**config.mk**
```make
export PLATFORM = sky130hd
export DESIGN_NAME = dslope_seq
export DESIGN_NICKNAME = d
export VERILOG_FILES = /design/src/rtl/dsq_pkg.sv /design/src/rtl/dsq_prescale.sv /design/src/rtl/dsq_bcd_count.sv /design/src/rtl/dsq_sequencer.sv /design/src/rtl/dsq_hold_latch.sv /design/src/rtl/dslope_seq.sv
export SDC_FILE = /design/constraint.sdc
export NUM_CORES = 1
export LEC_CHECK = 0
export BUFFER_PORTS_ARGS = -buffer_cell sky130_fd_sc_hd__buf_2
export CAP_MARGIN = 10
export CORE_ASPECT_RATIO = 0.5
export CORE_MARGIN = 2
export CORE_UTILIZATION = 50
export CTS_BUF_LIST = sky130_fd_sc_hd__clkbuf_8
export CTS_CLUSTER_DIAMETER = 120
export DETAILED_ROUTE_END_ITERATION = 6
export PLACE_DENSITY = 0.72
export REMOVE_ABC_BUFFERS = 1
export SLEW_MARGIN = 20
export SYNTH_ARGS = -nofsm -noshare
export SYNTH_HDL_FRONTEND = slang
export SYNTH_SLANG_ARGS = --single-unit
```
**constraint.sdc**
```tcl
create_clock -name clk -period 1.95 [get_ports clk]
set_input_delay 0.0975 -clock clk [delete_from_list [all_inputs] [get_ports clk]]
set_output_delay 0.0975 -clock clk [all_outputs]
set_load 0.02 [all_outputs]
```
**src/rtl/dsq_pkg.sv**
```systemverilog
package dsq_pkg;
  typedef enum logic [1:0] {
    PH_AZ    = 2'd0,
    PH_INT   = 2'd1,
    PH_DEINT = 2'd2
  } phase_t;

  // Number of full BCD digits below the leading half digit.
  localparam int DIGITS = 3;
endpackage

```
**src/rtl/dsq_prescale.sv**
```systemverilog
module dsq_prescale #(
  parameter int DIV = 4
) (
  input  logic clk,
  input  logic rst,
  output logic tick
);
  localparam int W = (DIV > 1) ? $clog2(DIV) : 1;
  localparam logic [W-1:0] LAST = W'(DIV - 1);

  logic [W-1:0] cnt;

  always_ff @(posedge clk) begin
    if (rst || cnt == LAST) cnt <= '0;
    else                    cnt <= cnt + 1'b1;
  end

  assign tick = (cnt == LAST);

  generate
    if (DIV > 1) begin : g_chk
      // count-clock enables never come back to back
      a_r1_tick_gap: assert property (@(posedge clk) disable iff (rst)
        tick |=> !tick);
    end
  endgenerate
endmodule

```
**src/rtl/dsq_bcd_count.sv**
```systemverilog
module dsq_bcd_count #(
  parameter int DIGITS = 3
) (
  input  logic                clk,
  input  logic                rst,
  input  logic                clr,
  input  logic                inc,
  output logic                thou,
  output logic [4*DIGITS-1:0] dig
);
  logic [DIGITS:0] carry;
  assign carry[0] = inc;

  genvar g;
  generate
    for (g = 0; g < DIGITS; g++) begin : g_dig
      logic [3:0] q;
      assign carry[g+1]     = carry[g] && (q == 4'd9);
      assign dig[4*g +: 4]  = q;

      always_ff @(posedge clk) begin
        if (rst || clr)    q <= 4'd0;
        else if (carry[g]) q <= (q == 4'd9) ? 4'd0 : q + 4'd1;
      end

      // every digit stays a legal BCD code
      a_r5_digit_range: assert property (@(posedge clk) disable iff (rst)
        q <= 4'd9);
    end
  endgenerate

  always_ff @(posedge clk) begin
    if (rst || clr)         thou <= 1'b0;
    else if (carry[DIGITS]) thou <= 1'b1;
  end
endmodule

```
**src/rtl/dsq_sequencer.sv**
```systemverilog
module dsq_sequencer
  import dsq_pkg::*;
#(
  parameter int INT_CNT    = 1000,
  parameter int DEINT_SPAN = 2000,
  parameter int TOTAL      = 4000
) (
  input  logic   clk,
  input  logic   rst,
  input  logic   tick,
  input  logic   cmp_pos,
  output phase_t phase,
  output logic   pos_lat,
  output logic   bcd_clr,
  output logic   bcd_inc,
  output logic   done,
  output logic   res_ovr,
  output logic   res_neg
);
  localparam int CW        = $clog2(TOTAL);
  localparam int INT_LAST  = INT_CNT - 1;
  localparam int DEINT_END = INT_CNT + DEINT_SPAN - 1;
  localparam int AZ_RESET  = INT_CNT + DEINT_SPAN;

  // Position within the conversion, counted from the start of integrate.
  logic [CW-1:0] cyc;
  logic          flip, d_first, d_last, i_last;

  assign flip    = (cmp_pos != pos_lat);
  assign d_first = (cyc == CW'(INT_CNT));
  assign d_last  = (cyc == CW'(DEINT_END));
  assign i_last  = (cyc == CW'(INT_LAST));

  assign bcd_clr = tick && (phase == PH_INT) && i_last;
  assign bcd_inc = tick && (phase == PH_DEINT) && !flip && !d_first && !d_last;

  always_ff @(posedge clk) begin
    if (rst) begin
      phase   <= PH_AZ;
      cyc     <= CW'(AZ_RESET);
      pos_lat <= 1'b0;
      done    <= 1'b0;
      res_ovr <= 1'b0;
      res_neg <= 1'b0;
    end else begin
      done <= 1'b0;
      if (tick) begin
        unique case (phase)
          PH_AZ: begin
            if (cyc == CW'(TOTAL - 1)) begin
              phase <= PH_INT;
              cyc   <= '0;
            end else begin
              cyc <= cyc + 1'b1;
            end
          end
          PH_INT: begin
            cyc <= cyc + 1'b1;
            if (i_last) begin
              phase   <= PH_DEINT;
              pos_lat <= cmp_pos;
            end
          end
          PH_DEINT: begin
            cyc <= cyc + 1'b1;
            if (flip || d_last) begin
              phase   <= PH_AZ;
              done    <= 1'b1;
              res_ovr <= !flip;
              res_neg <= !pos_lat;
            end
          end
          default: phase <= PH_AZ;
        endcase
      end
    end
  end

  // position never leaves the conversion window
  a_r1_window: assert property (@(posedge clk) disable iff (rst)
    cyc < CW'(TOTAL));

  // integrate is entered only from zero-correction
  a_r2_enter_int: assert property (@(posedge clk) disable iff (rst)
    (phase == PH_INT && $past(phase) != PH_INT) |-> $past(phase) == PH_AZ);

  // zero-correction is entered only from de-integrate
  a_r2_enter_az: assert property (@(posedge clk) disable iff (rst)
    (phase == PH_AZ && $past(phase) != PH_AZ) |-> $past(phase) == PH_DEINT);

  // de-integrate starts exactly when integrate has used its full length
  a_r3_int_len: assert property (@(posedge clk) disable iff (rst)
    (phase == PH_DEINT && $past(phase) == PH_INT) |-> cyc == CW'(INT_CNT));

  // de-integrate never runs past its span
  a_r7_deint_bound: assert property (@(posedge clk) disable iff (rst)
    phase == PH_DEINT |-> (cyc >= CW'(INT_CNT) && cyc <= CW'(DEINT_END)));

  // a result is offered only as de-integrate closes
  a_r9_done_edge: assert property (@(posedge clk) disable iff (rst)
    done |-> (phase == PH_AZ && $past(phase) == PH_DEINT));
endmodule

```
**src/rtl/dsq_hold_latch.sv**
```systemverilog
module dsq_hold_latch #(
  parameter int DIGITS = 3
) (
  input  logic                clk,
  input  logic                rst,
  input  logic                hold,
  input  logic                done,
  input  logic                res_ovr,
  input  logic                res_neg,
  input  logic                cnt_thou,
  input  logic [4*DIGITS-1:0] cnt_dig,
  output logic                rd_neg,
  output logic                rd_ovr,
  output logic                rd_thou,
  output logic [4*DIGITS-1:0] rd_bcd
);
  localparam logic [4*DIGITS-1:0] ALL_NINES = {DIGITS{4'd9}};

  always_ff @(posedge clk) begin
    if (rst) begin
      rd_neg  <= 1'b0;
      rd_ovr  <= 1'b0;
      rd_thou <= 1'b0;
      rd_bcd  <= '0;
    end else if (done && !hold) begin
      rd_neg  <= res_neg;
      rd_ovr  <= res_ovr;
      rd_thou <= res_ovr ? 1'b1 : cnt_thou;
      rd_bcd  <= res_ovr ? ALL_NINES : cnt_dig;
    end
  end

  // hold freezes the published reading
  a_r10_hold_freeze: assert property (@(posedge clk) disable iff (rst)
    hold |=> ($stable(rd_bcd) && $stable(rd_thou) && $stable(rd_neg) && $stable(rd_ovr)));

  // nothing moves unless a finished result is offered
  a_r9_no_partial: assert property (@(posedge clk) disable iff (rst)
    !done |=> ($stable(rd_bcd) && $stable(rd_thou) && $stable(rd_neg) && $stable(rd_ovr)));
endmodule

```
**src/rtl/dslope_seq.sv**
```systemverilog
module dslope_seq
  import dsq_pkg::*;
#(
  parameter int DIV        = 4,
  parameter int INT_CNT    = 1000,
  parameter int DEINT_SPAN = 2000,
  parameter int TOTAL      = 4000
) (
  input  logic              clk,
  input  logic              rst,
  input  logic              hold,
  input  logic              cmp_pos,
  output logic              az_en,
  output logic              int_en,
  output logic              deint_en,
  output logic              ref_neg,
  output logic              rd_neg,
  output logic              rd_ovr,
  output logic              rd_thou,
  output logic [4*DIGITS-1:0] rd_bcd
);
  phase_t                phase;
  logic                  tick, pos_lat, bcd_clr, bcd_inc, done, res_ovr, res_neg;
  logic                  cnt_thou;
  logic [4*DIGITS-1:0]   cnt_dig;

  dsq_prescale #(.DIV(DIV)) u_pre (
    .clk  (clk),
    .rst  (rst),
    .tick (tick)
  );

  dsq_sequencer #(
    .INT_CNT    (INT_CNT),
    .DEINT_SPAN (DEINT_SPAN),
    .TOTAL      (TOTAL)
  ) u_seq (
    .clk     (clk),
    .rst     (rst),
    .tick    (tick),
    .cmp_pos (cmp_pos),
    .phase   (phase),
    .pos_lat (pos_lat),
    .bcd_clr (bcd_clr),
    .bcd_inc (bcd_inc),
    .done    (done),
    .res_ovr (res_ovr),
    .res_neg (res_neg)
  );

  dsq_bcd_count #(.DIGITS(DIGITS)) u_cnt (
    .clk  (clk),
    .rst  (rst),
    .clr  (bcd_clr),
    .inc  (bcd_inc),
    .thou (cnt_thou),
    .dig  (cnt_dig)
  );

  dsq_hold_latch #(.DIGITS(DIGITS)) u_out (
    .clk      (clk),
    .rst      (rst),
    .hold     (hold),
    .done     (done),
    .res_ovr  (res_ovr),
    .res_neg  (res_neg),
    .cnt_thou (cnt_thou),
    .cnt_dig  (cnt_dig),
    .rd_neg   (rd_neg),
    .rd_ovr   (rd_ovr),
    .rd_thou  (rd_thou),
    .rd_bcd   (rd_bcd)
  );

  // Switch controls come straight from the phase register.
  assign az_en    = (phase == PH_AZ);
  assign int_en   = (phase == PH_INT);
  assign deint_en = (phase == PH_DEINT);
  assign ref_neg  = deint_en && pos_lat;

  // the reference always opposes the input that was integrated
  a_r6_ref_oppose: assert property (@(posedge clk) disable iff (rst)
    ($rose(deint_en)) |-> ref_neg == $past(cmp_pos));
endmodule

```
==> results of run 1 <==
layer usage:
metal  share of wire [%]  up-vias  GRT usage, %  routed length [um]
li1                    -     1026             -                   -
met1                  49      959          25.3                2490
met2                  46       40          36.2                2310
met3                 4.1        4          4.80                 205
met4                0.79        0          3.38                  40
met5                   0        -             0                   0
how the worst max path moves through the flow:
stage,startpoint,to,slack (ns),cells past startpoint
finish,u_seq.cyc[0],u_cnt.g_dig[1].q[3],0.09,8
detailed placement,u_seq.cyc[0],u_cnt.g_dig[1].q[3],0.002,8
global placement,u_seq.cyc[0],u_cnt.g_dig[1].q[3],0.08,8
global route,u_seq.cyc[0],u_cnt.g_dig[1].q[3],-0.01,8
floorplan,u_seq.cyc[0],u_cnt.g_dig[2].q[0],-0.06,6
CTS,u_seq.cyc[0],u_cnt.g_dig[2].q[3],0.008,7
layout make-up:
cell class | count | area [um2]
repair buffers | 46 | 290
fillers | 398 | 1710
inverters | 8 | 30.0
well taps | 57 | 71.3
flip-flops and latches | 48 | 963
multi-input cells | 202 | 1320
clock buffers | 5 | 68.8
clock inverters | 2 | 12.5
cells in the mapped netlist, types with 3 or more instances:
cell type / number / area share (%)
dfxtp_1: 48 / 41
nor2_1: 29 / 4.6
nand2_1: 26 / 4.1
nor3_1: 22 / 4.7
a21oi_1: 15 / 3.2
clkbuf_1: 11 / 1.8
nand3_1: 10 / 2.1
xor2_1: 10 / 3.7
inv_1: 8 / 1.3
ha_1: 7 / 3.7
mux2i_1: 7 / 3.0
nand3b_1: 7 / 2.2
nor2b_1: 6 / 1.6
nor3b_1: 6 / 1.9
o21bai_1: 6 / 1.9
a31oi_1: 5 / 1.3
nand2b_1: 5 / 1.3
or3_1: 5 / 1.3
nand4_1: 4 / 1.1
and3b_1: 3 / 1.1
buf_2: 3 / 0.64
nand4b_1: 3 / 1.1
xnor2_1: 3 / 1.1
state kept, by name, summed over array words and instances (netlist names), 2 cells and up:
register / count
u_out.rd_bcd: 12
u_seq.phase: 2
u_pre.cnt: 2
u_cnt.g_dig.q: 12
u_seq.cyc: 12
through the flow:
| step | util, % | total power [uW] | hold slack (ns) | worst slack (ns) |
|---|---|---|---|---|
| 2_1_floorplan | - | 1050 | 0.167 | -0.0628 |
| 3_3_place_gp | 58.8 | 1080 | 0.359 | 0.0759 |
| 3_5_place_dp | 58.8 | 1080 | 0.386 | 0.00182 |
| 4_1_cts | 60.6 | 1650 | 0.0662 | 0.00810 |
| 5_1_grt | 61.7 | 1700 | 0.0766 | -0.0150 |
| 6_report | 61.7 | 1640 | 0.0740 | 0.0873 |
repair_timing:
item | CTS | global route
pin swaps | 1 | 5
hold buffers | 0 | 0
resized for setup | 0 | 7
endpoints found under the setup margin | 2 | 8
endpoints found under the hold margin | 0 | 0
setup buffers | 0 | 4
worst max-delay path, cell delays in order (launching register included):
cell and delay, ns:
dfxtp_2 0.35, inv_1 0.06, ha_1 0.18, and3b_1 0.20, and3_4 0.20, nor4_4 0.29, buf_4 0.19, mux2i_2 0.23
a21oi_2 0.07
report_power, final:
group / internal [uW] / switching (uW) / leakage (uW)
Sequential: 987 / 3.57 / 0.000388
Clock: 244 / 332 / 0.0000400
Combinational: 30.9 / 41.5 / 0.000630
Total: 1260 / 377 / 0.00106
kinds of logic (layout without fill, tap and decap cells):
group	after synthesis	count (layout)	share of synthesized area, %
adders and majority gates	7	7	3.72
and+or+nand+nor	136	136	31.7
DFF	48	48	40.8
AOI/OAI and AO/OA	38	38	11.4
buffers and inverters	23	61	3.98
xor gates and xnor gates	13	13	4.83
muxes	8	8	3.61
==> results.md, run 1 <==
- Total of warnings raised by yosys: 0
- Distinct cell type count of the synthesized netlist: 43
- CTS tree: done
- Tot GR Track Use: 20.2%
- Placed Cells incl. Taps: 357
- Global placer's final weighted congestion: 0.848
- Total number of nets in the final design: 322
- FF-to-FF path depth: 8
- Least-Margin Pin Slew: 0.481 ns
- Post-synth ARST share: 0%
- Area added between synthesis and finish: 16.9%
- Worst setup path category: reg2reg
- Largest net degree at the start of global routing: 36
- Worst Min Path Start: cmp_pos
- Number of levels the H-tree was split into: 2
- Root Buffer: clkbuf_8
- Clock net sink count: 48
- Via count of the first global-routing pass: 1845
- Maximum operating frequency: 537 MHz
- Initial detailed-routing violation count: 72
- Fin. Hold Viols: 0
- Minimum clock period after layout: 1.86 ns
- Setup skew after layout: 0.0124 ns
- Remaining antenna violation count: 0
- Critical path launch point type: flip-flop
- Synthesized instance count: 273
- Total gr overflow: 0
- Class of the tightest hold or removal check: in2reg
- Syn Area/Cell: 8.63 um2
- Ratio of cells with drive above 1 in the final layout: 22.2%
- Insertion delay to the later sink of the worst-skew pair: 0.30 ns
- Number of antenna diodes: 0
- Finished Cell Area: 2760 um2
- Critical path arrival: 2.05 ns
- Highest net fanout along the worst path: 4
- Area of the core: 4470 um2
- IO Count: 23
- Hold path endpoint: u_seq.pos_lat
- Antenna violations before repair: 0
- Number of vias per cell: 5.51
- Area of the die: 5310 um2
- Placed Instance Area: 2630 um2
- Effective utilization at floorplan: 52.8%
- Number of failing setup endpoints in the final timing report: 0
- Largest vdd supply drop: 0.305 mV
- Power per cell area: 594 nW/um2
- Die W: 101 um
- Status: finished, final reports clean
- Buffer depth of the longest clock path: 2
- Wire length per cell after detailed routing: 13.7 um
- Worst setup EP type: flip-flop
- Slew Limit Fails: 0
- Rel. slew slack: 67.9%
- Final std cells w/o fill: 368
- FF-to-FF Start: u_seq.cyc[0]
- Detail Placement HPWL: 3.56 mm
- CP Data Required Time: 2.13 ns
- Routed WL: 5.04 mm
- Sequential fraction of the synthesis area: 40.8%
- Commonest cells after routing, fill and taps aside: dfxtp_1, nor2_1, nand2_1
- Clock transition time at the flip-flop clock pins of the worst setup and hold paths: 0.09 ns
- Destination of the worst register-to-register timing path: u_cnt.g_dig[1].q[3]
- Cell count of the worst hold path: 3
- Post-Synthesis Cell Area: 2360 um2
- Setup slack, reg-to-reg: 0.09 ns
- LEAKAGE: 0.00106 uW
- CTS Buf Count: 5
- Number of cell rows: 17
- Setup TNS Final: 0 ns
- DRC violation count after routing: 0
- Tcrit/Tclk final: 95.5%
- Most common library cell in the layout ignoring fill and taps: dfxtp_1
- Y dimension of the die: 52.6 um
- MaxCap Viol Count: 0
- Total of flip-flops plus latches after synthesis: 48
- IO buf count: 22
- Ys flop type: dfxtp_1
- First-pass iteration count of the detailed router: 4
- Vias post-DR: 2029
- Post-synth EDFFs: 0
- First-pass GRT wire length: 8.36 mm
(Power assumes the default switching activity.)
==> run 2: changes to the inputs <==
==> constraint.sdc (replaced) <==
create_clock -name clk -period 1.7 [get_ports clk]
set_input_delay 0.085 -clock clk [delete_from_list [all_inputs] [get_ports clk]]
set_output_delay 0.085 -clock clk [all_outputs]
set_load 0.02 [all_outputs]
==> run 2 against run 1 <==
- critical path type unchanged
- sequential share of layout area down 4.4 points
- highest routed layer unchanged
- largest power group unchanged
- critical endpoint is now u_cnt.g_dig[2].q[0]
- the flow now finishes with violations (setup timing)
- non-clock buffer count increased by 30
- final cell count increased by 8.4%
==> results.md, run 2 (synthesis results as in run 1) <==
- Worst setup path category: reg2reg
- Slew Limit Fails: 0
- CTS tree: done
- Wire length per cell after detailed routing: 15.3 um
- First-pass GRT wire length: 9.68 mm
- Least-Margin Pin Slew: 0.479 ns
- Setup slack, reg-to-reg: -0.18 ns
- Total gr overflow: 0
- Number of failing setup endpoints in the final timing report: 16
- Detail Placement HPWL: 4.06 mm
- Number of levels the H-tree was split into: 2
- FF-to-FF path depth: 7
- Die W: 101 um
- Minimum clock period after layout: 1.88 ns
- Rel. slew slack: 68.0%
- Worst slack at placement: -0.258 ns
- Y dimension of the die: 52.6 um
- Global placer's final weighted congestion: 0.870
- Area of the die: 5310 um2
- Setup crit start: u_seq.cyc[0]
- Setup repair after global routing missed its margin: yes
- Highest net fanout along the worst path: 3
- IO buf count: 22
- CTS Buf Count: 5
- Clock transition time at the flip-flop clock pins of the worst setup and hold paths: 0.09 ns
- First-pass iteration count of the detailed router: 5
- CP Data Required Time: 1.91 ns
- Largest net degree at the start of global routing: 36
- Routed WL: 6.12 mm
- Final design utilization: 71.1%
- Registers with the most flip-flops: u_cnt.g_dig.q: 12 flops, u_out.rd_bcd: 12 flops, u_seq.cyc: 12 flops
- Initial detailed-routing violation count: 87
- Number of cell rows: 17
- Area of the core: 4470 um2
- Fin. Hold Viols: 0
- Vias post-DR: 2222
- Insertion delay to the later sink of the worst-skew pair: 0.31 ns
- Ratio of cells with drive above 1 in the final layout: 35.4%
- LEAKAGE: 0.00126 uW
- Critical path launch point type: flip-flop
- Worst-case setup margin in the final layout: -0.184 ns
- Class of the tightest hold or removal check: in2reg
- Total number of nets in the final design: 352
- Clock net sink count: 48
- Status: finished, violations left
- Destination of the worst register-to-register timing path: u_cnt.g_dig[2].q[0]
- Antenna violations before repair: 0
- Area added between synthesis and finish: 34.8%
- Crit path to: u_cnt.g_dig[2].q[0]
- Tot GR Track Use: 23.7%
- Buffer depth of the longest clock path: 2
- Violated checks: setup timing
- Number of antenna diodes: 0
- Power per cell area: 669 nW/um2
- Cell count of the worst hold path: 3
- MaxCap Viol Count: 0
- Via count of the first global-routing pass: 2148
- Critical path arrival: 2.09 ns
- Commonest cells after routing, fill and taps aside: buf_4, dfxtp_1, nor2_1
- Most common library cell in the layout ignoring fill and taps: buf_4
- IO Count: 23
- DRC violation count after routing: 0
- Remaining antenna violation count: 0
- Largest vdd supply drop: 0.359 mV
- Effective utilization at floorplan: 52.8%
- Number of vias per cell: 5.57
- Tcrit/Tclk final: 111%
- FF-to-FF Start: u_seq.cyc[0]
- Root Buffer: clkbuf_8
- Power consumption: 2130 uW
- Worst setup EP type: flip-flop
- Maximum operating frequency: 531 MHz
- Setup skew after layout: 0.00486 ns
==> run 2: layout make-up <==
| cell class | count | area (um2) |
|---|---|---|
| Clock inverter | 2 | 38.8 |
| Tap cell | 57 | 71.3 |
| Clock buffer | 6 | 82.6 |
| Inverter | 8 | 30.0 |
| Multi-Input combinational cell | 202 | 1460 |
| Fill cell | 319 | 1290 |
| Sequential cell | 48 | 971 |
| Timing Repair Buffer | 76 | 527 |
==> run 2: critical path, cell delays in order (launching register included) <==
cell,delay [ns]
dfxtp_4,0.37
ha_4,0.16
and3b_2,0.20
a41o_4,0.24
nor4_4,0.32
buf_4,0.16
nand2_2,0.05
mux2_4,0.29
==> run 2: how the worst min path moves through the flow <==
| stage | start | endpoint | slack [ns] |
|---|---|---|---|
| after detailed placement | cmp_pos | u_seq.pos_lat | 0.37 |
| after global routing | cmp_pos | u_seq.pos_lat | 0.07 |
| final | cmp_pos | u_seq.pos_lat | 0.06 |
| after CTS | cmp_pos | u_seq.pos_lat | 0.05 |
| after global placement | cmp_pos | u_seq.pos_lat | 0.35 |
| after floorplan | rst | u_out.rd_bcd[10] | 0.15 |
==> run 2: through the flow <==
| step | cells | TNS (ns) | hold slack, ns | area, um2 |
|---|---|---|---|---|
| 6_report | 399 | -1.61 | 0.0556 | 3180 |
| 5_1_grt | 399 | -2.90 | 0.0678 | 3180 |
| 4_1_cts | 398 | -1.04 | 0.0481 | 3060 |
| 3_5_place_dp | 387 | -3.19 | 0.369 | 2850 |
| 3_3_place_gp | 387 | -1.52 | 0.347 | 2850 |
| 2_1_floorplan | 258 | -1.72 | 0.154 | 2290 |
==> run 2: report_power, final <==
group | internal, uW | switching (uW) | total [uW]
sequential | 1130 | 5.70 | 1140
clock | 482 | 406 | 888
combinational | 46.6 | 57.1 | 104
total | 1660 | 469 | 2130
==> run 2: layer usage <==
| layer | global-route usage, % | up-vias | part of all wire, % |
|---|---|---|---|
| met5 | 0 | - | 0 |
| met4 | 6.53 | 0 | 1.8 |
| met3 | 5.07 | 12 | 3.6 |
| met2 | 44.7 | 58 | 51 |
| met1 | 27.6 | 1061 | 44 |
| li1 | - | 1091 | - |
==> run 2: what timing repair did <==
item	CTS	global route
buffers inserted	3	1
cloned	0	0
endpoints found under the setup margin	25	25
endpoints found under the hold margin	0	0
pin swaps	8	9
hold buffers	0	0
gates resized for setup	20	21
